===== src/rtl/dlyt_pkg.sv =====
package dlyt_pkg;
    typedef enum logic [1:0] {
        LD_EMPTY = 2'd0,
        LD_HALF  = 2'd1,
        LD_PEND  = 2'd2,
        LD_RUN   = 2'd3
    } ld_state_t;
endpackage


===== src/rtl/dlyt_load_fsm.sv =====
module dlyt_load_fsm
    import dlyt_pkg::*;
#(
    parameter int BYTE_W = 8,
    localparam int CNT_W = 2 * BYTE_W
) (
    input  logic              clk,
    input  logic              rst_n,
    input  logic              wr_i,
    input  logic [BYTE_W-1:0] wr_data_i,
    input  logic              tick_i,
    output logic [CNT_W-1:0]  start_val_o,
    output logic              copy_o,
    output logic              dec_o,
    output logic              clr_o,
    output logic              armed_o
);
    ld_state_t state_q, state_d;
    logic [BYTE_W-1:0] lo_q, hi_q;
    logic tick_ok;

    assign tick_ok = tick_i & ~wr_i;

    // next-state logic
    always_comb begin
        state_d = state_q;
        unique case (state_q)
            LD_EMPTY: if (wr_i) state_d = LD_HALF;
            LD_HALF:  if (wr_i) state_d = LD_PEND;
            LD_PEND: begin
                if (wr_i)         state_d = LD_HALF;
                else if (tick_ok) state_d = LD_RUN;
            end
            LD_RUN:   if (wr_i) state_d = LD_HALF;
            default:  state_d = LD_EMPTY;
        endcase
    end

    // state register
    always_ff @(posedge clk or negedge rst_n) begin
        if (!rst_n) state_q <= LD_EMPTY;
        else        state_q <= state_d;
    end

    // staging bytes
    always_ff @(posedge clk or negedge rst_n) begin
        if (!rst_n) begin
            lo_q <= '0;
            hi_q <= '0;
        end else if (wr_i) begin
            if (state_q == LD_HALF) hi_q <= wr_data_i;
            else                    lo_q <= wr_data_i;
        end
    end

    // outputs
    always_comb begin
        copy_o  = 1'b0;
        dec_o   = 1'b0;
        armed_o = 1'b0;
        unique case (state_q)
            LD_EMPTY: ;
            LD_HALF:  ;
            LD_PEND: begin
                copy_o  = tick_ok;
                armed_o = 1'b1;
            end
            LD_RUN: begin
                dec_o   = tick_ok;
                armed_o = 1'b1;
            end
            default: ;
        endcase
    end

    assign clr_o       = wr_i;
    assign start_val_o = {hi_q, lo_q};

    // the second byte completes the load
    a_r2_second_byte: assert property (@(posedge clk) disable iff (!rst_n)
        (state_q == LD_HALF && wr_i) |=> (state_q == LD_PEND));

    // no copy or decrement while half loaded
    a_r6_half_idle: assert property (@(posedge clk) disable iff (!rst_n)
        (state_q == LD_HALF) |-> (!copy_o && !dec_o));
endmodule


===== src/rtl/dlyt_counter.sv =====
module dlyt_counter #(
    parameter int CNT_W = 16
) (
    input  logic             clk,
    input  logic             rst_n,
    input  logic             copy_i,
    input  logic             dec_i,
    input  logic             clr_i,
    input  logic [CNT_W-1:0] start_val_i,
    output logic [CNT_W-1:0] cnt_o,
    output logic             done_o
);
    localparam logic [CNT_W-1:0] ONE = CNT_W'(1);

    logic [CNT_W-1:0] cnt_q;
    logic done_q;

    always_ff @(posedge clk or negedge rst_n) begin
        if (!rst_n)      cnt_q <= '0;
        else if (copy_i) cnt_q <= start_val_i;
        else if (dec_i)  cnt_q <= cnt_q - ONE;
    end

    always_ff @(posedge clk or negedge rst_n) begin
        if (!rst_n)                      done_q <= 1'b0;
        else if (clr_i)                  done_q <= 1'b0;
        else if (dec_i && cnt_q == ONE)  done_q <= 1'b1;
    end

    assign cnt_o  = cnt_q;
    assign done_o = done_q;

    // done holds until a new write
    a_r4_done_holds: assert property (@(posedge clk) disable iff (!rst_n)
        (done_q && !clr_i) |=> done_q);

    // counter stable when neither copy nor decrement is requested
    a_r6_cnt_frozen: assert property (@(posedge clk) disable iff (!rst_n)
        (!copy_i && !dec_i) |=> $stable(cnt_q));

    // a write drops done
    a_r5_write_clears: assert property (@(posedge clk) disable iff (!rst_n)
        clr_i |=> !done_q);
endmodule


===== src/rtl/dlyt_readback.sv =====
module dlyt_readback #(
    parameter int BYTE_W = 8,
    localparam int CNT_W = 2 * BYTE_W
) (
    input  logic              clk,
    input  logic              rst_n,
    input  logic [CNT_W-1:0]  cnt_i,
    input  logic              latch_i,
    input  logic              rd_i,
    output logic [BYTE_W-1:0] rd_data_o
);
    logic [CNT_W-1:0] snap_q;
    logic held_q, ptr_hi_q;
    logic release_w;
    logic [CNT_W-1:0] view;

    assign release_w = rd_i & ptr_hi_q;

    always_ff @(posedge clk or negedge rst_n) begin
        if (!rst_n) begin
            snap_q <= '0;
            held_q <= 1'b0;
        end else if (release_w) begin
            held_q <= 1'b0;
        end else if (latch_i && !held_q) begin
            snap_q <= cnt_i;
            held_q <= 1'b1;
        end
    end

    always_ff @(posedge clk or negedge rst_n) begin
        if (!rst_n)    ptr_hi_q <= 1'b0;
        else if (rd_i) ptr_hi_q <= ~ptr_hi_q;
    end

    assign view      = held_q ? snap_q : cnt_i;
    assign rd_data_o = ptr_hi_q ? view[CNT_W-1:BYTE_W] : view[BYTE_W-1:0];

    // held copy does not move until released
    a_r9_snap_stable: assert property (@(posedge clk) disable iff (!rst_n)
        (held_q && !release_w) |=> (held_q && $stable(snap_q)));

    // high-byte read releases the copy
    a_r9_release: assert property (@(posedge clk) disable iff (!rst_n)
        release_w |=> !held_q);
endmodule


===== src/rtl/dlyt_top.sv =====
module dlyt_top #(
    parameter int BYTE_W = 8,
    localparam int CNT_W = 2 * BYTE_W
) (
    input  logic              clk,
    input  logic              rst_n,
    input  logic              tick_i,
    input  logic              wr_i,
    input  logic [BYTE_W-1:0] wr_data_i,
    input  logic              latch_i,
    input  logic              rd_i,
    output logic [BYTE_W-1:0] rd_data_o,
    output logic              done_o
);
    logic [CNT_W-1:0] start_val;
    logic [CNT_W-1:0] cnt;
    logic copy, dec, clr, armed;

    dlyt_load_fsm #(.BYTE_W(BYTE_W)) u_fsm (
        .clk         (clk),
        .rst_n       (rst_n),
        .wr_i        (wr_i),
        .wr_data_i   (wr_data_i),
        .tick_i      (tick_i),
        .start_val_o (start_val),
        .copy_o      (copy),
        .dec_o       (dec),
        .clr_o       (clr),
        .armed_o     (armed)
    );

    dlyt_counter #(.CNT_W(CNT_W)) u_cnt (
        .clk         (clk),
        .rst_n       (rst_n),
        .copy_i      (copy),
        .dec_i       (dec),
        .clr_i       (clr),
        .start_val_i (start_val),
        .cnt_o       (cnt),
        .done_o      (done_o)
    );

    dlyt_readback #(.BYTE_W(BYTE_W)) u_rb (
        .clk       (clk),
        .rst_n     (rst_n),
        .cnt_i     (cnt),
        .latch_i   (latch_i),
        .rd_i      (rd_i),
        .rd_data_o (rd_data_o)
    );

    // done never high without a completed load
    a_r1_no_early_done: assert property (@(posedge clk) disable iff (!rst_n)
        !armed |-> !done_o);

    // a write in the same cycle blocks the strobe
    a_r10_write_wins: assert property (@(posedge clk) disable iff (!rst_n)
        (wr_i && tick_i) |=> $stable(cnt));
endmodule


===== config.mk =====
export PLATFORM = sky130hd
export DESIGN_NAME = dlyt_top
export DESIGN_NICKNAME = d
export VERILOG_FILES = /design/src/rtl/dlyt_pkg.sv /design/src/rtl/dlyt_load_fsm.sv /design/src/rtl/dlyt_counter.sv /design/src/rtl/dlyt_readback.sv /design/src/rtl/dlyt_top.sv
export SDC_FILE = /design/constraint.sdc
export NUM_CORES = 1
export LEC_CHECK = 0
export ABC_CLOCK_PERIOD_IN_PS = 2100
export BUFFER_PORTS_ARGS = -buffer_cell sky130_fd_sc_hd__buf_4
export CAP_MARGIN = 10
export CORE_MARGIN = 2
export CORE_UTILIZATION = 35
export DETAILED_ROUTE_END_ITERATION = 8
export PLACE_DENSITY_LB_ADDON = 0.2
export RECOVER_POWER = 25
export SETUP_SLACK_MARGIN = 0.5
export SYNTH_ARGS = -nofsm -noshare
export SYNTH_HDL_FRONTEND = slang
export SYNTH_SLANG_ARGS = --single-unit

===== constraint.sdc =====
create_clock -name clk -period 2.1 [get_ports clk]
set_input_delay 0.42 -clock clk [delete_from_list [all_inputs] [get_ports clk]]
set_output_delay 0.42 -clock clk [all_outputs]
set_load 0.1 [all_outputs]

==> results of run 1 <==
## state kept, by name, summed over array words and instances, names as in the netlist
| name | count |
|---|---|
| u_cnt.cnt_o | 16 |
| u_fsm.hi_q | 8 |
| u_rb.snap_q | 16 |
| u_rb.ptr_hi_q | 1 |
| u_fsm.lo_q | 8 |
| u_rb.held_q | 1 |
| u_fsm.state_q | 2 |
| u_cnt.done_o | 1 |
## logic make-up (layout without fill, tap and decap cells)
group	count (synthesis)	after routing
AND/OR/NAND/NOR	73	73
flip-flops	53	53
AO/OA/AOI/OAI	50	50
multiplexers	38	38
buffers and inverters	21	76
adder cells (fa/ha/maj)	6	6
XOR/XNOR	1	1
## report_power, final
group	leakage (nW)	total [W]	switching [W]	internal, W
sequential	0.605	0.00199	0.000518	0.00147
combinational	0.856	0.00378	0.00208	0.00171
clock	0.0443	0.000576	0.000313	0.000262
## metal layers
layer	routed length, µm	share of wire (%)
met1	3210	48
met2	3100	46
met3	229	3.4
met4	148	2.2
met5	0	0
## stage by stage
| stage | hold WS (ps) | cells | worst slack (ps) |
|---|---|---|---|
| after floorplan | 124 | 242 | 332 |
| after global placement | 468 | 367 | 253 |
| after detailed placement | 475 | 367 | 201 |
| after CTS | 178 | 384 | 78.1 |
| after global routing | 302 | 399 | 16.1 |
| final | 300 | 399 | 105 |
## area by class of cell
type / instances / area, µm² / share of cell area, %
multi-input cells: 168 / 1550 / 41.9
flip-flops and latches: 53 / 1340 / 36.3
repair buffers: 62 / 562 / 15.2
well taps: 102 / 128 / 3.46
clock buffers: 7 / 86.3 / 2.34
inverters: 7 / 32.5 / 0.881
## path summary, 6_finish.rpt
path,start,endpoint,slack [ps],depth (start not counted)
max,u_rb.held_q,rd_data_o[0],110,2
min,rd_i,u_rb.ptr_hi_q,300,2
max reg2reg,u_cnt.cnt_o[8],u_cnt.cnt_o[10],340,3
min reg2reg,u_rb.snap_q[15],u_rb.snap_q[15],490,2
max in group asynchronous,rst_n,u_cnt.cnt_o[10],810,1
min in group asynchronous,rst_n,u_rb.snap_q[4],380,1
## cell usage in the layout (no fill, tap or decap), types with 6 or more instances in the layout
cell type	count
a21oi_1	9
buf_4	39
buf_6	19
clkbuf_8	6
dfrtp_1	43
dfrtp_2	10
mux2_2	28
mux4_2	8
nand2_1	17
nor2_1	9
o21ai_0	11
## worst max-delay path, cell delays in order (launching register included)
cell,delay [ps]
dfrtp_2,520
mux4_2,550
buf_6,200
## what timing repair did
| item | CTS | global route |
|---|---|---|
| pin swaps | 10 | 13 |
| setup buffers | 10 | 14 |
| endpoints found under the setup margin | 28 | 43 |
| hold buffers | 0 | 0 |
| resized for setup | 27 | 42 |
| cloned | 0 | 1 |
==> key figures, run 1 <==
Routing
  • DRC violation total after the first TritonRoute iteration: between 150 and 200
  • WL/cell: ~17 µm
  • Via Count: ~2,200
  • Final wirelength: 6690 µm
  • DRC: 0
  • First-pass DRT Iterations: 4
  • Post-route antenna net violation count: 0
  • Vias per cell: around 5.4

Clocking
  • CTS tree: built
  • CTS root buf: clkbuf_8
  • H-Tree Level Count: 2
  • Sink Count: 53
  • Clock buffer depth: 2
  • Clock buffer count from CTS: 5
  • Latest clock arrival within the worst-skew pair: ~300 ps
  • Clk slew on worst S/H paths: ~90 ps

Synth
  • Commonest cells post-synth: 53 x dfrtp_1, 30 x mux2_2, 18 x nand2_1
  • Top cell type's share of synthesized area: around 48%
  • Sequential-to-total area share from yosys stat: between 40% and 50%
  • Mean Syn Cell Area: 11.5 µm²
  • Seq cells post-synth: 53
  • Synthesized cell area: 2770 µm²
  • Post-synthesis xor/xnor area fraction: less than 1%
  • Synth Warn #: 0
  • Most instantiated library cell after synthesis: dfrtp_1
  • Synth cell types: 46
  • Largest family of logic cells by synthesized area: multiplexers
  • Syn_nets: about 260
  • Post-synthesis compound-gate area fraction: between 10 and 15%
  • Post-synthesis mux area share: between 10% and 20%
  • Top FF cell, synth: dfrtp_1
  • Simple-gate share of the synthesized area: between 10% and 20%
  • Mapped Cells: about 240
  • Post-Synth Adder-Cell Area: under 10%
  • Top cells by area, synth: dfrtp_1 48%, mux2_2 12%, mux4_2 5.7%, ha_1 2.7%, o21ai_0 2.7%
  • Leading area contributor after synthesis: dfrtp_1
  • Post-synth ARST share: 100%
  • EDFF count, synth: 0

Timing
  • Final Setup Violations: 0
  • Skew final: 8.42 ps
  • Slew Viols, Final: 0
  • Slew HR: 11.7%
  • Final setup TNS: 0 ps
  • Slew @ Worst Pin: around 1300 ps
  • Unrepaired setup endpoints after global routing: yes
  • Fmax achieved: around 500 MHz
  • Final min period: roughly 2000 ps
  • Final Cycle Share: 95.0%
  • Final Hold Fails: 0

Setup path
  • Crit path capture type: output port
  • Worst Path Arrival: 1570 ps
  • Kind of start point of the critical path: register
  • Worst Path Required: roughly 1700 ps
  • Crit path max fanout: 8
  • Setup CP Type: register to output port

Placed design
  • PortBufs: 22
  • Placed Area: 3140 µm²
  • Final GP Congestion: around 0.8
  • Detail Placement HPWL: between 4000 and 5000 µm

Global routing
  • Met2 Track Usage GR: around 25%
  • Largest net degree at the start of global routing: 54
  • Met3 GRT Util: slightly below 3%
  • Met1 Use GR: between 20% and 30%
  • Busiest layer in global routing: met2
  • First-pass GRT wire length: 10,900 µm
  • Vias in the first global route: roughly 2,100
  • Antenna violations before repair: 0
  • Total Routing Usage GR: roughly 16%
  • Residual overflow from global routing: 0

Floorplan
  • Core area: between 7000 and 8000 µm²
  • FP Rows: 32
  • Io pins: 23
  • Die height: slightly above 90 µm
  • Die Wd: ~93 µm
  • Die ar.: about 8600 µm²
  • Initial Util: 36.1%

Power and ir drop
  • Power Total: about 0.0063 W
  • P_leak: 1.50 nW
  • Worst VDD drop: 0.548 mV
  • Pwr dens: ~1700 nW/µm²

Final layout
  • # fillers: ~740
  • # diodes: 0
  • Share of cells above drive strength 1: approximately 50%
  • Core Util, Final: roughly 48%
  • # nets final: about 320
  • Area growth, synth to finish: 33.2%
  • Cell area after layout: 3690 µm²

Outcome
  • Status: finished clean

Run
  • Max cap viols: 0

Hold path
  • HP Class: input pin to register
Power figures use the tool's default switching activity.
==> inputs of run 2 (changes only) <==
--- a/config.mk
+++ b/config.mk
@@ -6,14 +6,13 @@
 export NUM_CORES = 1
 export LEC_CHECK = 0
 export ABC_CLOCK_PERIOD_IN_PS = 2100
-export BUFFER_PORTS_ARGS = -buffer_cell sky130_fd_sc_hd__buf_4
 export CAP_MARGIN = 10
 export CORE_MARGIN = 2
 export CORE_UTILIZATION = 35
 export DETAILED_ROUTE_END_ITERATION = 8
+export DONT_BUFFER_PORTS = 1
 export PLACE_DENSITY_LB_ADDON = 0.2
 export RECOVER_POWER = 25
-export SETUP_SLACK_MARGIN = 0.5
 export SYNTH_ARGS = -nofsm -noshare
 export SYNTH_HDL_FRONTEND = slang
 export SYNTH_SLANG_ARGS = --single-unit
==> run 2 against run 1 <==
Against the previous run: register-to-register slack got worse by 150 ps; sequential share of layout area increased by 6.4 points; critical path depth unchanged; non-clock buffer count decreased by 43; via count decreased by 10%; cell count decreased by 11%; die area unchanged; global-route usage about the same; critical path type unchanged; critical endpoint is now rd_data_o[5].
==> key figures, run 2 (synthesis results as in run 1) <==
Clocking
  • Clock buffer count from CTS: 5 (unchanged)
  • CTS tree: built (unchanged)
  • Latest clock arrival within the worst-skew pair: 300 ps (about the same)
  • Clock buffer depth: 2 (unchanged)
  • Sink Count: 53 (unchanged)
  • H-Tree Level Count: 2 (unchanged)
  • CTS root buf: clkbuf_8 (unchanged)
  • Clk slew on worst S/H paths: 90 ps (about the same)

Global routing
  • Antenna violations before repair: 0 (unchanged)
  • Largest net degree at the start of global routing: 54 (unchanged)
  • Total Routing Usage GR: 16.1% (about the same)
  • Vias in the first global route: 1,931 (was 2,147)
  • First-pass GRT wire length: 10,700 µm (was 10,900 µm)
  • Residual overflow from global routing: 0 (unchanged)

Timing
  • Final Cycle Share: 96.9% (was 95.0%)
  • Skew final: 5.53 ps (was 8.42 ps)
  • Slew HR: 40.4% (was 11.7%)
  • Final Hold Fails: 0 (unchanged)
  • Final min period: 2030 ps (was 1990 ps)
  • Slew Viols, Final: 0 (unchanged)
  • Final Setup Violations: 0 (unchanged)
  • Final setup TNS: 0 ps (unchanged)
  • Unrepaired setup endpoints after global routing: no (was yes)
  • Fmax achieved: 492 MHz (was 501 MHz)
  • Slew @ Worst Pin: 894 ps (was 1330 ps)

Floorplan
  • FP Rows: 32 (unchanged)
  • Die height: 93.0 µm (unchanged)
  • Core area: 7690 µm² (unchanged)
  • Die ar.: 8650 µm² (unchanged)
  • Io pins: 23 (unchanged)
  • Initial Util: 36.1% (unchanged)
  • Die Wd: 93.0 µm (unchanged)

Final layout
  • Core Util, Final: 40.5% (was 48.0%)
  • # fillers: 770 (was 735)
  • Area growth, synth to finish: 12.2% (was 33.2%)
  • Most common cell after layout, fill and taps aside: dfrtp_1 (unchanged)
  • Area of the multi-input gates: 1370 µm² (was 1550 µm²)
  • Most frequent cells in the layout: 52 x dfrtp_1, 30 x mux2_2, 18 x nand2_1, 16 x buf_4, 15 x o21ai_0 (was 43 x dfrtp_1, 39 x buf_4, 28 x mux2_2, 19 x buf_6, 17 x nand2_1)
  • # nets final: 274 (was 317)
  • Register area: 1330 µm² (was 1340 µm²)
  • Share of cells above drive strength 1: 28.3% (was 49.2%)
  • Cell area after layout: 3110 µm² (was 3690 µm²)
  • # diodes: 0 (unchanged)

Setup path
  • CP peak stage delay: 780 ps (was 550 ps)
  • Crit path max fanout: 4 (was 8)
  • Reg2reg start: u_fsm.state_q[0] (was u_cnt.cnt_o[8])
  • R2R depth: 5 (was 3)
  • Kind of start point of the critical path: register (unchanged)
  • Crit path capture type: output port (unchanged)
  • Reg-to-Reg End: u_cnt.cnt_o[10] (unchanged)
  • Worst Path Arrival: 1610 ps (was 1570 ps)
  • R2R Setup Slk: 190 ps (was 340 ps)
  • CP Cell Sequence: buf_4 -> mux4_2 (was mux4_2 -> buf_6)
  • Setup CP Type: register to output port (unchanged)
  • Worst Path Required: 1680 ps (about the same)
  • Slowest CP cell: mux4_2 (unchanged)

Hold path
  • HP Class: input pin to register (unchanged)
  • End point of the worst hold path: u_cnt.done_o (was u_rb.ptr_hi_q)
  • Hold Path Cell Cnt: 1 (was 2)
  • Worst Hold Launch: wr_i (was rd_i)

Placed design
  • PortBufs: 0 (was 22)
  • Placed Area: 2960 µm² (was 3140 µm²)
  • Final GP Congestion: 0.774 (was 0.802)
  • Detail Placement HPWL: 4550 µm (was 4520 µm)

Routing
  • Final wirelength: 6370 µm (was 6690 µm)
  • Post-route antenna net violation count: 0 (unchanged)
  • First-pass DRT Iterations: 4 (unchanged)
  • DRC: 0 (unchanged)
  • WL/cell: 17.9 µm (was 16.8 µm)
  • Vias per cell: 5.48 (was 5.43)
  • Via Count: 1,950 (was 2,168)
  • DRC violation total after the first TritonRoute iteration: 76 (was 179)

Run
  • Max cap viols: 0 (unchanged)

Outcome
  • Status: finished clean (unchanged)
run 2: cell count changes in the layout (fill, tap and decap cells not counted), sizes merged:
cell         delta
buf            -42
dlygate4sd3     +1
clkbuf          -2
inv             +1
clkinvlp        -1
run 2: per-layer routing:
metal | part of all wire [%] | track usage, %
met3 | 4.3 | 3.71
met1 | 52 | 25.6
met5 | 0 | 0
met4 | 0.83 | 3.68
met2 | 43 | 21.9
run 2: per-stage QoR:
stage | setup slack (ps) | hold slack [ps] | std cells
after detailed placement | 126 | 126 | 344
after floorplan | 123 | 124 | 242
after CTS | 25.2 | 161 | 356
after global routing | 7.96 | 157 | 356
final | 65.5 | 171 | 356
after global placement | 183 | 126 | 344
run 2: timing repair:
action / CTS / global route
endpoints found under the hold margin: 53 / 0
setup endpoints to repair: 7 / 5
gates resized for setup: 1 / 4
buffers inserted: 3 / 0
hold buffers: 2 / 0
run 2: layout make-up:
type / instances / share of cell area (%)
multi-input cells: 168 / 43.9
flip-flops and latches: 53 / 42.7
repair buffers: 19 / 5.71
well taps: 102 / 4.10
clock buffers: 7 / 2.78
inverters: 7 / 0.845
run 2: worst max-delay path: cells and delay by family, from the launching register on:
| family | cells | cell delay (ps) |
|---|---|---|
| mux | 1 | 780 |
| flops | 1 | 380 |
| buf+inv | 1 | 150 |
run 2: worst max-delay path by stage:
stage,from,to,cells past startpoint
detailed placement,u_fsm.state_q[0],u_cnt.cnt_o[7],5
CTS,u_rb.held_q,rd_data_o[1],2
floorplan,u_rb.held_q,rd_data_o[2],2
global route,u_rb.held_q,rd_data_o[3],2
global placement,u_fsm.state_q[0],u_cnt.cnt_o[5],5
finish,u_rb.held_q,rd_data_o[5],2
Power of run 2 is left out: the tool's default activity adds up to more than one toggle a clock period on the data nets, which glitch-free logic cannot reach.
